<file path="src/rtl/gpio_pinmux.sv">
module gpio_pinmux #(
  parameter int NPINS = 16
) (
  input  logic                 clk,
  input  logic                 rst_n,
  input  logic [2:0]           reg_addr,
  input  logic                 reg_wr,
  input  logic [31:0]          reg_wdata,
  output logic [31:0]          reg_rdata,
  input  logic [NPINS-1:0]     pad_in,
  output logic [NPINS-1:0]     pad_out,
  output logic [NPINS-1:0]     pad_oe,
  output logic [NPINS-1:0]     pad_pu_en,
  input  logic [3*NPINS-1:0]   perf_out,
  input  logic [3*NPINS-1:0]   perf_oe,
  output logic [NPINS-1:0]     per_in
);
  localparam logic [2:0] A_MODE = 3'd0, A_DIR = 3'd1, A_DATA = 3'd2, A_SET = 3'd3,
                         A_CLR  = 3'd4, A_TGL = 3'd5, A_PUD  = 3'd6;
  localparam int SW = 2 * NPINS;

  logic [SW-1:0]    mode_q;
  logic [NPINS-1:0] dir_q, dat_q, pud_q;
  wire  [NPINS-1:0] wmask = reg_wdata[NPINS-1:0];

  always_ff @(posedge clk or negedge rst_n) begin
    if (!rst_n) begin
      mode_q <= '0;
      dir_q  <= '0;
      dat_q  <= '0;
      pud_q  <= '0;
    end else if (reg_wr) begin
      unique case (reg_addr)
        A_MODE:  mode_q <= reg_wdata[SW-1:0];
        A_DIR:   dir_q  <= wmask;
        A_PUD:   pud_q  <= wmask;
        A_CLR:   dat_q  <= dat_q & ~wmask;
        A_SET:   dat_q  <= dat_q | wmask;
        A_TGL:   dat_q  <= dat_q ^ wmask;
        A_DATA:  dat_q  <= wmask;
        default: ;
      endcase
    end
  end

  always_comb begin
    reg_rdata = '0;
    case (reg_addr)
      A_MODE:  reg_rdata[SW-1:0]    = mode_q;
      A_DIR:   reg_rdata[NPINS-1:0] = dir_q;
      A_DATA:  reg_rdata[NPINS-1:0] = pad_in;
      A_PUD:   reg_rdata[NPINS-1:0] = pud_q;
      default: reg_rdata = '0;
    endcase
  end

  assign pad_pu_en = ~pud_q;
  assign per_in    = pad_in;

  for (genvar i = 0; i < NPINS; i++) begin : g_pin
    wire [1:0] sel = mode_q[2*i +: 2];
    always_comb begin
      case (sel)
        2'b01:   begin pad_out[i] = perf_out[i];           pad_oe[i] = perf_oe[i];           end
        2'b10:   begin pad_out[i] = perf_out[NPINS+i];     pad_oe[i] = perf_oe[NPINS+i];     end
        2'b11:   begin pad_out[i] = perf_out[2*NPINS+i];   pad_oe[i] = perf_oe[2*NPINS+i];   end
        default: begin pad_out[i] = dat_q[i];              pad_oe[i] = dir_q[i];             end
      endcase
    end
  end
endmodule

</file>
<file path="config.mk">
export PLATFORM = sky130hd
export DESIGN_NAME = gpio_pinmux
export DESIGN_NICKNAME = d
export VERILOG_FILES = /design/src/rtl/gpio_pinmux.sv
export SDC_FILE = /design/constraint.sdc
export NUM_CORES = 1
export LEC_CHECK = 0
export BUFFER_PORTS_ARGS = -buffer_cell sky130_fd_sc_hd__buf_2
export CAP_MARGIN = 20
export CORE_MARGIN = 2
export CORE_UTILIZATION = 53
export DETAILED_ROUTE_END_ITERATION = 6
export PLACE_DENSITY = 0.88
export SYNTH_ARGS = -nofsm -noshare
export SYNTH_HDL_FRONTEND = slang
export SYNTH_SLANG_ARGS = --single-unit
</file>
<file path="constraint.sdc">
create_clock -name clk -period 2.9 [get_ports clk]
set_clock_uncertainty 0.05 [all_clocks]
set_input_delay 0.58 -clock clk [delete_from_list [all_inputs] [get_ports clk]]
set_output_delay 0.58 -clock clk [all_outputs]
set_load 0.005 [all_outputs]
</file>
==> results of run 1 <==
layout make-up:
| class | instances | area share |
|---|---|---|
| diodes | 1 | 0.000347 |
| clock buffers | 10 | 0.0191 |
| clock inverters | 6 | 0.0125 |
| inverters | 48 | 0.0250 |
| multi-input cells | 335 | 0.451 |
| flip-flops and latches | 80 | 0.278 |
| well taps | 136 | 0.0236 |
| repair buffers | 261 | 0.191 |
cell families (layout without fill, tap and decap cells):
logic type,after synthesis,in the layout,synth area share
adders and majority gates,32,32,0.0699
DFF,80,80,0.350
muxes,114,114,0.280
and+or+nand+nor,105,105,0.108
other,0,1,0
buffers and inverters,96,325,0.0828
AOI/OAI and AO/OA,84,84,0.110
routing by layer:
| metal | up-vias | global-route usage |
|---|---|---|
| li1 | 2281 | - |
| met4 | 0 | 0.143 |
| met2 | 282 | 0.544 |
| met1 | 2555 | 0.364 |
| met5 | - | 0 |
| met3 | 44 | 0.0585 |
through the flow:
step                 util  instances  hold slack (ns)
global route        0.692        877            0.169
detailed placement  0.670        860            0.480
CTS                 0.692        876            0.153
floorplan               -        511            0.234
finish              0.692        877            0.140
global placement    0.670        860            0.474
registers in the layout (all words and copies together) (netlist names):
signal  count
mode_q     32
dat_q      16
dir_q      16
pud_q      16
worst reg2reg max path, cell delays in order, from the launching register on:
cell and delay [ns]:
dfrtp_1 0.51, inv_1 0.08, ha_1 0.27, and3_1 0.18, a211oi_1 0.28, o22ai_1 0.15
cells in the final DEF (no fill, tap or decap), types with 15 or more instances in the layout:
master / netlist / final
nor2b_1: 27 / 26
inv_1: 48 / 48
o21ai_0: 19 / 19
nand2_1: 20 / 20
buf_2: 13 / 244
mux4_2: 32 / 32
mux2_2: 47 / 47
buf_4: 20 / 15
mux2i_1: 34 / 34
dfrtp_1: 80 / 80
and2_1: 26 / 26
ha_1: 32 / 32
a2bb2oi_1: 24 / 24
cell usage after synthesis:
master	number	area share
dfrtp_1	80	0.35
inv_1	48	0.031
mux2_2	47	0.092
mux2i_1	34	0.059
ha_1	32	0.070
mux4_2	32	0.13
nor2b_1	27	0.029
and2_1	26	0.028
a2bb2oi_1	24	0.037
buf_4	20	0.026
nand2_1	20	0.013
o21ai_0	19	0.017
buf_2	13	0.011
o32ai_1	13	0.020
clkbuf_1	12	0.0079
nand3_1	8	0.0070
a211oi_1	7	0.0092
and3_1	6	0.0066
nand2b_1	6	0.0066
o211ai_1	5	0.0066
o21bai_1	5	0.0066
o22ai_1	5	0.0055
a211o_1	3	0.0046
buf_6	3	0.0059
nand3b_1	3	0.0039
nor2_1	3	0.0020
a21oi_1	1	0.00087
a21oi_2	1	0.0015
and3b_1	1	0.0015
mux2_1	1	0.0020
nand2_2	1	0.0011
nand2b_2	1	0.0015
nor3_1	1	0.00087
nor3_4	1	0.0028
nor3b_4	1	0.0033
o221a_2	1	0.0020
power by group through the flow:
| stage | registers [uW] | logic, uW | clock network [uW] |
|---|---|---|---|
| detailed placement | 1670 | 1330 | 0 |
| global placement | 1650 | 1260 | 0 |
| floorplan | 1560 | 846 | 0 |
| finish | 1650 | 1330 | 968 |
| global route | 1690 | 1460 | 1020 |
| CTS | 1650 | 1340 | 972 |
path summary, 6_finish.rpt:
check	startpoint	slack (ns)	to	depth (start not counted)
worst max-delay path	reg_addr[1]	0.53	reg_rdata[12]	6
worst min-delay path	rst_n	0.14	pud_q[7]$_DFFE_PN0P_	1
worst max register to register	dat_q[6]$_DFFE_PN0P_	1.26	dat_q[6]$_DFFE_PN0P_	5
worst min register to register	dir_q[1]$_DFFE_PN0P_	0.50	dir_q[1]$_DFFE_PN0P_	1
max in group asynchronous	rst_n	2.02	dat_q[7]$_DFFE_PN0P_	2
min in group clk	reg_wdata[17]	0.38	mode_q[17]$_DFFE_PN0P_	2
==> flow_summary.yaml, run 1 <==
grt:
  overflow: 0
  antenna_found_initial: 1
  grt_pass1_vias: 5487
  grt_max_degree: 48
  grt_usage: 0.308
  grt_first_pass_wirelength_um: 27300
yosys:
  syn_avg_cell_area_um2: 11.2
  ys_seq_area_frac: 0.350
  ys_warn_count: 0
  syn-num-nets: 693
  synth_cells: 511
  syn_area_um2: 5730
  yosys.cell_types.count: 36
  synth-seq-cells: 80
critical_path:
  end_kind: "output port"
  crit_path_cell_trace: "buf_2 -> nor2b_2 -> buf_4 -> a2bb2oi_1 -> o21ai_0 -> buf_2"
  cp_max_fo: 15
  worstPathRequired_ns: 2.27
  cp-start-kind: "input port"
  criticalPathCategory: "in -> out"
  cp_slowest_cell: "buf_2"
  arrival_ns: 1.74
  slowest_delay_ns: 0.26
  cpMostUsedCell: "buf_2"
  path_buf_inv: 3
  critPathTopFamily: "buffers and inverters"
clock_tree:
  post_cts_buffers: 0
  h-tree-depth: 3
  clkLatencyLatePin_ns: 0.37
  cts_buffers: 9
  cts_sinks: 80
  hold_buffers: 0
  cts-root-buf: "clkbuf_8"
  cts_resized: 0
  clock_path_buffers: 2
  path_clk_slew_ns: 0.09
  tritoncts: "done"
final_layout:
  fill_cells: 814
  areaGrowthSynthToFinish_pct: 25.9
  postLayoutCellArea_um2: 7210
  nets: 917
  multi_input_area_um2: 3250
  drive_gt1_frac: 0.491
  ff_latch_area_um2: 2000
timing:
  hold_viol_final: 0
  worst_pin_slew_ns: 0.664
  maxSlewViolCount: 0
  clock.fmax_mhz: 422
  setup_viol: 0
  finalWorstSetupSlack_ns: 0.531
  period_minus_slack_ns: 2.37
  fin_tns_setup_ns: 0
  rsz0062_at_grt: "false"
  relSlewSlack: 0.556
  fin_crit_sh: 0.817
drt:
  top_layer: "met4"
  drtAntennaViolNets: 0
  wl_um: 17800
  first_pass_iters: 5
  vias_per_cell: 5.89
  wl_met2_um: 9370
  routedWlPerCell_um: 20.3
  drt_iter0_drc: 364
  vias: 5162
  met3_length_um: 1360
  wl_met1_um: 6620
  post-route-drc-count: 0
flow_run:
  cap_violations: 0
power_and_ir_drop:
  power_frac_clock: 0.245
  p_int_uw: 2660
  pwr-share-comb: 0.337
  sw_frac_of_total: 0.328
  finalPower_uw: 3960
  power_density_nw_per_um2: 549
  p_sw_uw: 1300
  p_seq_frac: 0.418
  peakVddDrop_mv: 0.333
  leakagePower_uw: 0.00375
floorplan:
  initial_core_util: 0.550
  dieArea_um2: 11700
  die_x_um: 108
  core_area_um2: 10400
  num_io_pins: 246
  placementRows: 37
  die_y_um: 108
place:
  placed_area_um2: 6980
  dpl_worst_slack_ns: 0.531
  place_hpwl_um: 13700
  port_buffers: 245
  place.gp.congestion: 0.866
min_path:
  holdCritPathClass: "in -> async"
status:
  status: "complete, no violations"
No activity file was read; power rests on OpenSTA's default activity.
==> run 2, diff against run 1 <==
- ABC_AREA: unset -> 1
- CORE_UTILIZATION: 53 -> 49
- PLACE_DENSITY: 0.88 -> 0.82
- clock period: 2.9 -> 2.32 ns (I/O delays scaled with it)
==> flow_summary.yaml, run 2 <==
clock_tree:
  hold_buffers: 0
  post_cts_buffers: 0
  clkLatencyLatePin_ns: 0.32
  cts_buffers: 9
  clock_path_buffers: 2
  path_clk_slew_ns: 0.06
  h-tree-depth: 3
  cts-root-buf: "clkbuf_16"
  cts_resized: 0
  cts_sinks: 80
  tritoncts: "done"
yosys:
  synth_cells: 830
  syn_avg_cell_area_um2: 6.86
  synth-seq-cells: 80
  ys_seq_area_frac: 0.352
  yosys.cell_types.count: 27
  synth_most_common_cell: "nand2_1"
  synth.top_cells.by_count: "213 x nand2_1, 113 x nand3_1, 110 x inv_1, 93 x nor2_1, 80 x dfrtp_1"
  async_flop_share: 1.00
  yosysTopAreaCellShare: 0.352
  yosys_most_used_dff: "dfrtp_1"
  syn-num-nets: 1012
  ys_warn_count: 0
  synth_edf_count: 0
  syn_area_um2: 5690
  yosysTopAreaCell: "dfrtp_1"
  synthTopCellsByArea: "dfrtp_1 35%, nand2_1 14%, nand3_1 9.9%"
drt:
  routedWlPerCell_um: 14.5
  drt_iter0_drc: 483
  vias_per_cell: 5.23
  vias: 6301
  post-route-drc-count: 0
  first_pass_iters: 5
  wl_um: 17400
  drtAntennaViolNets: 0
critical_path:
  arrival_ns: 1.56
  worstPathRequired_ns: 1.81
  cp_slowest_cell: "buf_4"
  cp_max_fo: 22
  cpMostUsedCell: "buf_2"
  criticalPathCategory: "in -> out"
  critPathTopFamily: "buffers and inverters"
  cp-start-kind: "input port"
  slowest_delay_ns: 0.24
  crit_path_cell_trace: "buf_2 -> nor2_1 -> nand2_1 -> buf_4 -> o2111ai_1 -> buf_2"
  end_kind: "output port"
  path_buf_inv: 3
final_layout:
  layout.cells.non_filler: 1204
  final_util: 0.642
  top_register: "mode_q"
  nets: 1238
  mostFrequentLayoutCells: "244 x buf_2, 213 x nand2_1, 113 x nand3_1"
  areaGrowthSynthToFinish_pct: 28.2
  diodes: 0
  layout_commonest_cell: "buf_2"
  largest_register_ffs: 32
  fill_cells: 1071
  drive_gt1_frac: 0.272
timing:
  maxSlewViolCount: 0
  hold_viol_final: 0
  relSlewSlack: 0.642
  clock.fmax_mhz: 483
  worst_pin_slew_ns: 0.534
  rsz0062_at_grt: "false"
  fin_tns_setup_ns: 0
  setup_viol: 0
  fin_crit_sh: 0.893
  period_minus_slack_ns: 2.07
  finalWorstSetupSlack_ns: 0.249
status:
  status: "complete, no violations"
power_and_ir_drop:
  pwr-share-comb: 0.305
  power_frac_clock: 0.284
  peakVddDrop_mv: 0.416
  leakagePower_uw: 0.00411
  sw_frac_of_total: 0.365
  p_int_uw: 3090
  p_seq_frac: 0.411
  finalPower_uw: 4870
  power_density_nw_per_um2: 667
  p_sw_uw: 1780
floorplan:
  die_x_um: 112
  core_area_um2: 11400
  placementRows: 39
  initial_core_util: 0.501
  num_io_pins: 246
  dieArea_um2: 12500
  die_y_um: 112
grt:
  antenna_found_initial: 0
  grt_usage: 0.278
  grt_first_pass_wirelength_um: 28600
  overflow: 0
  grt_pass1_vias: 5923
  grt_max_degree: 65
min_path:
  holdCritPathClass: "in -> async"
place:
  place_hpwl_um: 13100
  port_buffers: 245
  dpl.cell_count: 1188
  place.gp.congestion: 0.895
  dpl_worst_slack_ns: 0.276
flow_run:
  cap_violations: 0
[run 2: cell count changes in the layout (fill, tap and decap cells not counted), sizes merged, moves of 32 or more]
cell	previous run	this run
nand3	8	115
mux2	48	0
o21ai	19	57
mux2i	34	0
inv	49	114
mux4	32	0
nor2	3	97
nand2	21	217
[run 2: cell type report]
| cell class | instances | area [um2] | area share |
|---|---|---|---|
| flip-flops and latches | 80 | 2000 | 0.274 |
| repair buffers | 259 | 1400 | 0.191 |
| well taps | 143 | 179 | 0.0245 |
| multi-input cells | 593 | 3010 | 0.412 |
| clock inverters | 6 | 51.3 | 0.00703 |
| clock buffers | 10 | 239 | 0.0328 |
| inverters | 113 | 424 | 0.0581 |
[run 2: layer usage]
layer,vias to the layer above,track usage,wire (um)
met3,23,0.0430,1290
met1,2870,0.378,7370
met4,0,0.0535,255
met2,259,0.477,8510
li1,3149,-,-
met5,-,0,0
[run 2: kinds of logic after synthesis]
family,count (synthesis),share of synthesized area
adders and majority gates,32,0.0703
DFF,80,0.352
buffers and inverters,157,0.121
and+or+nand+nor,454,0.346
AOI/OAI and AO/OA,107,0.111
[run 2: stage by stage]
stage | hold slack [ns] | area [um2]
global route | 0.0271 | 7300
finish | 0.00486 | 7300
floorplan | 0.118 | 5690
CTS | 0.0135 | 7300
global placement | 0.367 | 7010
detailed placement | 0.368 | 7010
[run 2: power by group through the flow]
stage          sequential [uW]  combinational, uW  clock [uW]
6_report                  2000               1490        1380
5_1_grt                   2050               1710        1460
4_1_cts                   1990               1490        1390
3_5_place_dp              2020               1480           0
3_3_place_gp              2010               1440           0
2_1_floorplan             1900                894           0
[run 2: worst paths after layout]
check,from,to,slack (ns),cells after the start
worst min-delay path,rst_n,dat_q[11]$_DFFE_PN0P_,0.005,1
worst max-delay path,reg_addr[2],reg_rdata[11],0.25,6
worst min register to register,dat_q[9]$_DFFE_PN0P_,dat_q[9]$_DFFE_PN0P_,0.46,2
min in group clk,reg_wdata[27],mode_q[27]$_DFFE_PN0P_,0.32,3
worst max register to register,dat_q[14]$_DFFE_PN0P_,dat_q[14]$_DFFE_PN0P_,0.99,8
max in group asynchronous,rst_n,dir_q[4]$_DFFE_PN0P_,1.60,2
